### src/rtl/mbx_xfer_seq.sv
module mbx_xfer_seq #(
  parameter int LW = 16,
  parameter int TW = 16
) (
  input  logic          clk,
  input  logic          rst_n,
  input  logic          start,
  input  logic [LW-1:0] req_len,
  input  logic [LW-1:0] rsp_cap,
  input  logic [TW-1:0] timeout_cycles,
  output logic          done,
  output logic          fail,
  output logic [2:0]    err_code,
  output logic [31:0]   rsp_len,
  output logic [LW-1:0] req_addr,
  input  logic [7:0]    req_data,
  output logic          rsp_we,
  output logic [LW-1:0] rsp_addr,
  output logic [7:0]    rsp_wdata,
  output logic          io_rd,
  output logic          io_wr,
  output logic          io_sel,
  output logic [7:0]    io_wdata,
  input  logic [7:0]    io_rdata
);

  localparam logic [7:0] B_OBF = 8'h01;
  localparam logic [7:0] B_IBF = 8'h02;
  localparam logic [7:0] B_F0  = 8'h04;
  localparam logic [7:0] B_IBR = 8'h20;
  localparam logic [7:0] C_CANCEL = 8'h22;
  localparam logic [7:0] C_NORMAL = 8'h01;
  localparam logic [7:0] C_END    = 8'h03;
  localparam logic [2:0] E_OK = 3'd0, E_TMO = 3'd1, E_START = 3'd2, E_NOF0 = 3'd3,
                         E_END = 3'd4, E_OVF = 3'd5, E_SMALL = 3'd6;
  localparam logic [LW-1:0] MIN_CAP = LW'(6);

  typedef enum logic [3:0] {
    S_IDLE, S_CANCEL, S_RDY, S_DRAIN, S_POLL, S_NORMAL, S_NEXT,
    S_WRB, S_EOC, S_START, S_COLLECT, S_RDB, S_ENDM
  } st_t;

  st_t           st, pret;
  logic [TW-1:0] tmr;
  logic [LW-1:0] idx;
  logic [31:0]   len_q, rsp_len_q;
  logic [7:0]    sts_q, pmask, pval;
  logic [2:0]    code_q;
  logic          done_q;

  always_comb begin
    pmask = B_IBF;
    pval  = 8'h00;
    case (pret)
      S_NEXT:    begin pmask = B_IBR; pval = B_IBR; end
      S_START:   begin pmask = B_F0;  pval = B_F0;  end
      S_COLLECT: begin pmask = B_OBF; pval = B_OBF; end
      default:   ;
    endcase
  end

  logic poll_hit, rdy_hit, last_slot, len_byte;
  assign poll_hit  = (io_rdata & pmask) == pval;
  assign rdy_hit   = !io_rdata[0] && io_rdata[4];
  assign last_slot = idx == rsp_cap - 1'b1;
  assign len_byte  = idx >= LW'(2) && idx <= LW'(5);

  assign io_rd  = st inside {S_RDY, S_DRAIN, S_POLL, S_START, S_RDB, S_ENDM};
  assign io_wr  = st inside {S_CANCEL, S_NORMAL, S_WRB, S_EOC};
  assign io_sel = st inside {S_CANCEL, S_RDY, S_POLL, S_NORMAL, S_EOC};

  always_comb begin
    case (st)
      S_CANCEL: io_wdata = C_CANCEL;
      S_NORMAL: io_wdata = C_NORMAL;
      S_EOC:    io_wdata = C_END;
      S_WRB:    io_wdata = req_data;
      default:  io_wdata = 8'h00;
    endcase
  end

  assign req_addr  = idx;
  assign rsp_addr  = idx;
  assign rsp_we    = st == S_RDB;
  assign rsp_wdata = io_rdata;
  assign done      = done_q;
  assign err_code  = code_q;
  assign fail      = code_q != E_OK;
  assign rsp_len   = rsp_len_q;

  always_ff @(posedge clk or negedge rst_n) begin
    if (!rst_n) begin
      st        <= S_IDLE;
      pret      <= S_NORMAL;
      tmr       <= '0;
      idx       <= '0;
      len_q     <= '0;
      rsp_len_q <= '0;
      sts_q     <= '0;
      code_q    <= E_OK;
      done_q    <= 1'b0;
    end else begin
      done_q <= 1'b0;
      if (!(st inside {S_RDY, S_DRAIN, S_POLL})) tmr <= timeout_cycles;
      case (st)
        S_IDLE:
          if (start) begin
            if (rsp_cap < MIN_CAP) begin
              done_q <= 1'b1;
              code_q <= E_SMALL;
            end else begin
              code_q <= E_OK;
              st     <= S_CANCEL;
            end
          end
        S_CANCEL: st <= S_RDY;
        S_RDY:
          if (rdy_hit) begin
            tmr  <= timeout_cycles;
            pret <= S_NORMAL;
            st   <= S_POLL;
          end else if (tmr == '0) begin
            done_q <= 1'b1;
            code_q <= E_TMO;
            st     <= S_IDLE;
          end else begin
            tmr <= tmr - 1'b1;
            if (io_rdata[0]) st <= S_DRAIN;
          end
        S_DRAIN: st <= S_RDY;
        S_POLL:
          if (poll_hit) begin
            sts_q <= io_rdata;
            st    <= pret;
          end else if (tmr == '0) begin
            done_q <= 1'b1;
            code_q <= E_TMO;
            st     <= S_IDLE;
          end else begin
            tmr <= tmr - 1'b1;
          end
        S_NORMAL: begin
          idx  <= '0;
          pret <= S_NEXT;
          st   <= S_POLL;
        end
        S_NEXT: begin
          pret <= (idx == req_len) ? S_EOC : S_WRB;
          st   <= S_POLL;
        end
        S_WRB: begin
          idx <= idx + 1'b1;
          st  <= S_NEXT;
        end
        S_EOC: begin
          pret <= S_START;
          st   <= S_POLL;
        end
        S_START:
          if (io_rdata != C_NORMAL) begin
            done_q <= 1'b1;
            code_q <= E_START;
            st     <= S_IDLE;
          end else begin
            idx   <= '0;
            len_q <= '0;
            pret  <= S_COLLECT;
            st    <= S_POLL;
          end
        S_COLLECT: st <= sts_q[2] ? S_ENDM : S_RDB;
        S_RDB: begin
          if (len_byte) len_q <= {len_q[23:0], io_rdata};
          if (last_slot) begin
            done_q <= 1'b1;
            code_q <= E_NOF0;
            st     <= S_IDLE;
          end else begin
            idx  <= idx + 1'b1;
            pret <= S_COLLECT;
            st   <= S_POLL;
          end
        end
        S_ENDM: begin
          done_q <= 1'b1;
          st     <= S_IDLE;
          if (io_rdata != C_END) code_q <= E_END;
          else if (len_q > 32'(rsp_cap)) code_q <= E_OVF;
          else rsp_len_q <= len_q;
        end
        default: st <= S_IDLE;
      endcase
    end
  end

endmodule

### config.mk
export PLATFORM = sky130hd
export DESIGN_NAME = mbx_xfer_seq
export DESIGN_NICKNAME = d
export VERILOG_FILES = /design/src/rtl/mbx_xfer_seq.sv
export SDC_FILE = /design/constraint.sdc
export NUM_CORES = 1
export LEC_CHECK = 0
export BUFFER_PORTS_ARGS = -buffer_cell sky130_fd_sc_hd__buf_2
export CAP_MARGIN = 30
export CORE_ASPECT_RATIO = 0.75
export CORE_MARGIN = 10
export CORE_UTILIZATION = 51
export CTS_BUF_LIST = sky130_fd_sc_hd__clkbuf_4
export DETAILED_ROUTE_END_ITERATION = 16
export PLACE_DENSITY = 0.85
export SLEW_MARGIN = 5
export SYNTH_ARGS = -nofsm -noshare
export SYNTH_HDL_FRONTEND = slang
export SYNTH_SLANG_ARGS = --single-unit
### constraint.sdc
create_clock -name clk -period 2.5 [get_ports clk]
set_clock_uncertainty 0.05 [all_clocks]
set_input_delay 0.25 -clock clk [delete_from_list [all_inputs] [get_ports clk]]
set_output_delay 0.25 -clock clk [all_outputs]
set_load 0.01 [all_outputs]
==> reports/qor_table.md, run 1 <==
| Metric | Reported | Unit |
| --- | --- | --- |
| Result of the run | finished, violations left | - |
| Failing checks | negative setup slack | - |
| Start point of the critical path | req_addr[3]$_DFFE_PN0P_ | - |
| Fill cell count | 931 | - |
| Category of the most critical setup path | reg2reg | - |
| Clock Sinks | 109 | - |
| Minimum clock period | 2.65 | ns |
| WL per Instance | 19.7 | um |
| Proportion of synthesized flip-flops having asynchronous set or reset | 100 | % |
| Share of layout cells above drive strength 1 | 35.7 | % |
| Most common cell after layout, fill and taps aside | sky130_fd_sc_hd__buf_2 | - |
| Insertion delay of the later-clocked pin in the worst-skew pair | 0.51 | ns |
| Post-layout worst setup margin | -0.155 | ns |
| Iter 0 DRT Violations | 760 | - |
| Total gr overflow | 0 | - |
| Max-capacitance violation count | 0 | - |
| Number of H-tree branching levels | 3 | - |
| Layout Cells excl Fill | 1,214 | - |
| Synth unique cells | 66 | - |
| Max Transition Viols Final | 0 | - |
| Global Route Usage Sum | 22.3 | % |
| Clock slew at reported path FFs | 0.21 | ns |
| Signal arrival time at the worst endpoint | 3.02 | ns |
| Clock buffers created by TritonCTS | 9 | - |
| Worst R2R Path Depth | 8 | - |
| Launching element type of the critical path | flop | - |
| Weighted congestion reported at the end of routability-driven placement | 0.995 | - |
| Row count | 36 | - |
| Setup crit end | st[2]$_DFFE_PN0P_ | - |
| Cell Chain, Critical Path | nor2b_1 > a211oi_1 > o22ai_1 > o2111ai_1 > or4_4 > buf_6 > o21a_1 > or4_4 | - |
| Via count of the first global-routing pass | 6,763 | - |
| Global routing usage on met1 | 31.0 | % |
| TritonCTS clock tree | built | - |
| ANT cells | 0 | - |
| Buffer depth of the longest clock path | 2 | - |
| Initial standard-cell utilization of the core | 52.4 | % |
| Kind of end point of the critical path | flop | - |
| X dimension of the die | 154 | um |
| Utilization after layout | 70.6 | % |
| Average footprint of a synthesized cell | 8.55 | um^2 |
| Ratio of final minimum period to clock period | 106 | % |
| Count of buffers from port buffering | 155 | - |
| DP Wirelength | 16.4 | mm |
| Final count of hold timing violations | 0 | - |
| Via count of the routed design | 7,363 | - |
| Multi-input combinational cell area | 3960 | um^2 |
| Net count of the finished layout | 1,127 | - |
| Highest Clock Rate | 377 | MHz |
| Worst reg-to-reg setup slack | -0.15 | ns |
| Antenna violations before repair | 0 | - |
| Synthesis-to-layout area growth | 34.7 | % |
| Slew of the pin with the lowest slew margin | 0.659 | ns |
| Max Fanout on Critical Path | 7 | - |
| Inst Count DP | 1,158 | - |
| Reg-to-reg endpoint | st[2]$_DFFE_PN0P_ | - |
| Busiest layer in global routing | met2 | - |
| Met2 track demand over resource | 34.2 | % |
| Vertical die dimension | 120 | um |
| Peak supply drop | 0.509 | mV |
| Number of enable-type register cells in the synthesized netlist | 0 | - |
| Worst R2R Start | req_addr[3]$_DFFE_PN0P_ | - |
| Top library cells by usage in the layout, fill and taps aside | sky130_fd_sc_hd__buf_2 (154), sky130_fd_sc_hd__dfrtp_1 (102), sky130_fd_sc_hd__buf_4 (98), sky130_fd_sc_hd__nand2_1 (86), sky130_fd_sc_hd__o21ai_0 (77) | - |
| Post-detailed-route count of antenna-violating nets | 0 | - |
| Post-synthesis cell count | 803 | - |
| Critical path's largest stage delay | 0.56 | ns |
| Hold WS | 0.0112 | ns |
| CP required | 2.86 | ns |
| GR met3 Demand/Resource | 6.41 | % |
| Die Outline Area | 18,600 | um^2 |
| Vias per Instance | 6.07 | - |
| Worst relative slew slack | 56.0 | % |
| Path class of the lowest-slack min-delay path | in2reg | - |
| Seq cells post-synth | 109 | - |
| Net count of the mapped netlist | 892 | - |
| Worst setup timing slack at the placement stage | -0.523 | ns |
| Unrepaired setup endpoints after global routing | true | - |
| Post-Synthesis Cell Area | 6870 | um^2 |
| Total power | 7.57 | mW |
| Number of synthesis warnings | 0 | - |
| # setup viols final | 34 | - |
| Buffer cell driving the clock tree root | sky130_fd_sc_hd__clkbuf_4 | - |
| Total power divided by cell area | 819 | nW/um^2 |
| Post-route DRC | 0 | - |
| Area occupied by registers | 2740 | um^2 |
| Crit-path slowest cell | sky130_fd_sc_hd__or4_4 | - |
| Fraction of the yosys area taken by sequential cells | 39.8 | % |
| Pin count of the biggest net entering global routing | 49 | - |
| Leak pwr | 4.44 | nW |
| Most repeated library cell on the critical path | sky130_fd_sc_hd__or4_4 | - |
| First-pass GRT wire length | 34.8 | mm |
| Dominant register cell in the synthesized netlist | sky130_fd_sc_hd__dfrtp_1 | - |
| Number of detailed-route iterations in the first pass | 5 | - |
| Ports placed on the boundary | 156 | - |
| Core area | 13,100 | um^2 |
| Final wirelength | 24.0 | mm |
-- per-stage QoR --
| stage | area (um^2) | setup TNS, ns |
|---|---|---|
| 3_5_place_dp | 8330 | -10.04 |
| 6_report | 9250 | -1.19 |
| 3_3_place_gp | 8330 | -6.37 |
| 2_1_floorplan | 6940 | -0.738 |
| 4_1_cts | 8770 | -0.247 |
| 5_1_grt | 9250 | -3.69 |
-- worst min path at each step --
stage	from	to	slack (ns)	cells after the start
2_1_floorplan	rst_n	done$_DFF_PN0_	-0.1	0
3_3_place_gp	rst_n	req_addr[12]$_DFFE_PN0P_	0.26	1
3_5_place_dp	rst_n	req_addr[12]$_DFFE_PN0P_	0.26	1
4_1_cts	io_rdata[2]	len_q[2]$_DFFE_PN0P_	0.003	3
5_1_grt	io_rdata[5]	len_q[5]$_DFFE_PN0P_	0.002	3
6_report	io_rdata[5]	len_q[5]$_DFFE_PN0P_	0.01	3
-- cells in the mapped netlist (12+ instances only) --
cell type	n	area share, %
sky130_fd_sc_hd__nand2_1	96	5.2
sky130_fd_sc_hd__o21ai_0	82	6.0
sky130_fd_sc_hd__xnor2_1	30	3.8
sky130_fd_sc_hd__nand3_1	48	3.5
sky130_fd_sc_hd__inv_1	41	2.2
sky130_fd_sc_hd__nand4_1	18	1.6
sky130_fd_sc_hd__dfrtp_1	107	39
sky130_fd_sc_hd__nor2_1	38	2.1
sky130_fd_sc_hd__and2_1	23	2.1
sky130_fd_sc_hd__ha_1	22	4.0
sky130_fd_sc_hd__nand3b_1	12	1.3
sky130_fd_sc_hd__nor3_1	21	1.5
sky130_fd_sc_hd__clkbuf_1	42	2.3
sky130_fd_sc_hd__a21oi_1	19	1.4
sky130_fd_sc_hd__nor2b_1	14	1.3
sky130_fd_sc_hd__buf_4	25	2.7
sky130_fd_sc_hd__and3_1	17	1.5
-- metal layers --
| layer | vias up | wire, um |
|---|---|---|
| met5 | - | 0 |
| met4 | 0 | 724 |
| met3 | 92 | 2780 |
| met2 | 451 | 10500 |
| met1 | 3498 | 9940 |
| li1 | 3322 | - |
-- worst max-delay path: cells and delay by family, from the launching register on --
family / cells / cell delay [ns]
flip-flops: 1 / 0.54
buffers and inverters: 1 / 0.15
AO/OA/AOI/OAI: 4 / 0.59
AND/OR/NAND/NOR: 3 / 1.24
-- power breakdown --
part	switching, mW	internal [mW]	leakage [nW]	total [mW]
Sequential	0.508	2.08	1.36	2.59
Combinational	2.17	1.81	2.98	3.98
Clock	0.729	0.274	0.0883	1.00
-- sequential cells by signal (all words and copies together) (netlist names) --
name      count
len_q        32
rsp_len      32
req_addr     16
tmr          16
pret          4
st            4
err_code      3
done          1
sts_q         1
-- area by class of cell --
type	count	share of cell area, %
Clock buffer	9	0.730
Clock inverter	7	1.07
Inverter	42	1.74
Multi-Input combinational cell	582	42.8
Sequential cell	109	29.6
Tap cell	171	2.31
Timing Repair Buffer	294	21.8
-- kinds of logic (layout without fill, tap and decap cells) --
group	Yosys count	count (layout)	synth area share (%)
buffers and inverters	113	352	7.67
AO/OA/AOI/OAI	179	180	17.0
multiplexers	8	8	1.26
AND/OR/NAND/NOR	339	339	26.1
XOR/XNOR	33	33	4.21
flip-flops	109	109	39.8
adder cells (fa/ha/maj)	22	22	4.01
-- repair_timing --
action	in CTS	in global routing
pin swaps	3	13
setup buffers	2	9
endpoints found under the setup margin	40	96
endpoints found under the hold margin	62	1
resized for setup	14	75
hold buffers	21	1
gates cloned	0	7
No activity file was read; power rests on OpenSTA's default activity.
==> run 2: changes to the inputs <==
--- a/config.mk
+++ b/config.mk
@@ -17,3 +17,4 @@
 export SYNTH_ARGS = -nofsm -noshare
 export SYNTH_HDL_FRONTEND = slang
 export SYNTH_SLANG_ARGS = --single-unit
+export TNS_END_PERCENT = 10
==> reports/qor_table.md, run 2 (synthesis gave the netlist of run 1 again) <==
| Metric | Reported | Unit |
| --- | --- | --- |
| Result of the run | finished, final reports clean | - |
| Multi-input combinational cell area | 3780 | um^2 |
| X dimension of the die | 154 | um |
| Share of layout cells above drive strength 1 | 32.4 | % |
| Initial standard-cell utilization of the core | 52.4 | % |
| Post-detailed-route count of antenna-violating nets | 0 | - |
| Weighted congestion reported at the end of routability-driven placement | 0.988 | - |
| Total gr overflow | 0 | - |
| First-pass GRT wire length | 34.4 | mm |
| Antenna violations before repair | 0 | - |
| ANT cells | 0 | - |
| Unrepaired setup endpoints after global routing | true | - |
| Via count of the routed design | 7,097 | - |
| Cell area after layout | 9010 | um^2 |
| Number of H-tree branching levels | 3 | - |
| Clock buffers created by TritonCTS | 9 | - |
| Kind of end point of the critical path | flop | - |
| Minimum clock period | 2.50 | ns |
| Launching element type of the critical path | flop | - |
| Signal arrival time at the worst endpoint | 2.88 | ns |
| Ratio of final minimum period to clock period | 99.9 | % |
| Max Transition Viols Final | 0 | - |
| Max Fanout on Critical Path | 7 | - |
| Leak pwr | 4.38 | nW |
| Ports placed on the boundary | 156 | - |
| Post-route DRC | 0 | - |
| Clock slew at reported path FFs | 0.18 | ns |
| Iter 0 DRT Violations | 731 | - |
| Via count of the first global-routing pass | 6,599 | - |
| Core area | 13,100 | um^2 |
| Total power divided by cell area | 801 | nW/um^2 |
| Vias per Instance | 5.85 | - |
| Cell area after placement | 8310 | um^2 |
| Number of detailed-route iterations in the first pass | 6 | - |
| Final count of hold timing violations | 0 | - |
| # setup viols final | 0 | - |
| Clock Sinks | 109 | - |
| CP required | 2.88 | ns |
| Hold WS | 0.0182 | ns |
| Fill cell count | 1,012 | - |
| Buffer cell driving the clock tree root | sky130_fd_sc_hd__clkbuf_4 | - |
| Slew of the pin with the lowest slew margin | 0.664 | ns |
| Path class of the lowest-slack min-delay path | in2reg | - |
| DP Wirelength | 16.0 | mm |
| WL per Instance | 18.1 | um |
| Worst R2R Start | req_addr[2]$_DFFE_PN0P_ | - |
| Insertion delay of the later-clocked pin in the worst-skew pair | 0.51 | ns |
| Start point of the critical path | req_addr[2]$_DFFE_PN0P_ | - |
| Peak supply drop | 0.510 | mV |
| Synthesis-to-layout area growth | 31.2 | % |
| Total power | 7.22 | mW |
| Utilization after layout | 68.7 | % |
| Pin count of the biggest net entering global routing | 49 | - |
| Top library cells by usage in the layout, fill and taps aside | sky130_fd_sc_hd__buf_2 (154), sky130_fd_sc_hd__buf_4 (110), sky130_fd_sc_hd__dfrtp_1 (102), sky130_fd_sc_hd__nand2_1 (96), sky130_fd_sc_hd__o21ai_0 (78) | - |
| Count of buffers from port buffering | 155 | - |
| Row count | 36 | - |
| Hold Startpoint | start | - |
| Final wirelength | 22.0 | mm |
| Global Route Usage Sum | 22.1 | % |
| Buffer depth of the longest clock path | 2 | - |
| Most common cell after layout, fill and taps aside | sky130_fd_sc_hd__buf_2 | - |
| Highest Clock Rate | 401 | MHz |
| Category of the most critical setup path | reg2reg | - |
| Max-capacitance violation count | 0 | - |
| Worst relative slew slack | 55.7 | % |
| Die Outline Area | 18,600 | um^2 |
| Area occupied by registers | 2740 | um^2 |
| Net count of the finished layout | 1,126 | - |
| Vertical die dimension | 120 | um |
| TritonCTS clock tree | built | - |
-- run 2: worst max-delay path, stage by stage (launching register included) --
cell and delay [ns]:
sky130_fd_sc_hd__dfrtp_2 0.49, sky130_fd_sc_hd__buf_6 0.15, sky130_fd_sc_hd__and3_1 0.17, sky130_fd_sc_hd__and4_1 0.20
sky130_fd_sc_hd__and3_4 0.19, sky130_fd_sc_hd__and3_1 0.18, sky130_fd_sc_hd__and3_1 0.19, sky130_fd_sc_hd__nand3_1 0.10
sky130_fd_sc_hd__or4b_2 0.64, sky130_fd_sc_hd__nand3_1 0.10
-- run 2: what timing repair did --
item	in CTS	in global routing
setup buffers	0	16
endpoints found under the hold margin	63	1
pin swaps	2	9
resized for setup	8	34
hold buffers	21	1
setup endpoints to repair	41	104
gates cloned	0	1
-- run 2: area by class of cell --
type | count | share of cell area [%]
multi-input cells | 581 | 42.0
repair buffers | 294 | 21.7
inverters | 42 | 1.75
clock buffers | 9 | 0.750
well taps | 171 | 2.37
clock inverters | 7 | 1.04
flip-flops and latches | 109 | 30.4
-- run 2: path summary, 6_finish.rpt --
kind                                            end  slack [ns]  depth (start not counted)
min reg2reg                 rsp_len[13]$_DFFE_PN0P_        0.45                          2
max                        req_addr[15]$_DFFE_PN0P_       0.004                          9
max in group asynchronous     len_q[21]$_DFFE_PN0P_        1.52                          3
min                               st[0]$_DFFE_PN0P_        0.02                          3
min in group asynchronous         tmr[14]$_DFF_PN0_        0.26                          2
max reg2reg                req_addr[15]$_DFFE_PN0P_       0.004                          9
-- run 2: power breakdown --
group          leakage [nW]  total (mW)  switching (mW)  internal (mW)
clock                0.0841       0.968           0.713          0.255
combinational          2.93        3.71            2.01           1.70
sequential             1.36        2.54           0.458           2.09
-- run 2: layer usage --
layer	global-route usage [%]	part of all wire, %
met1	31.0	44
met2	33.0	45
met3	6.77	11
met4	4.06	1.3
met5	0	0
-- run 2: metrics by stage --
step                instances  setup WS (ns)  TNS (ns)
global placement         1158         -0.306     -5.44
detailed placement       1158         -0.368     -8.69
global route             1213        -0.0821     -1.02
finish                   1213        0.00360         0
CTS                      1195       -0.00386  -0.00386
floorplan                 803        -0.0792    -0.544
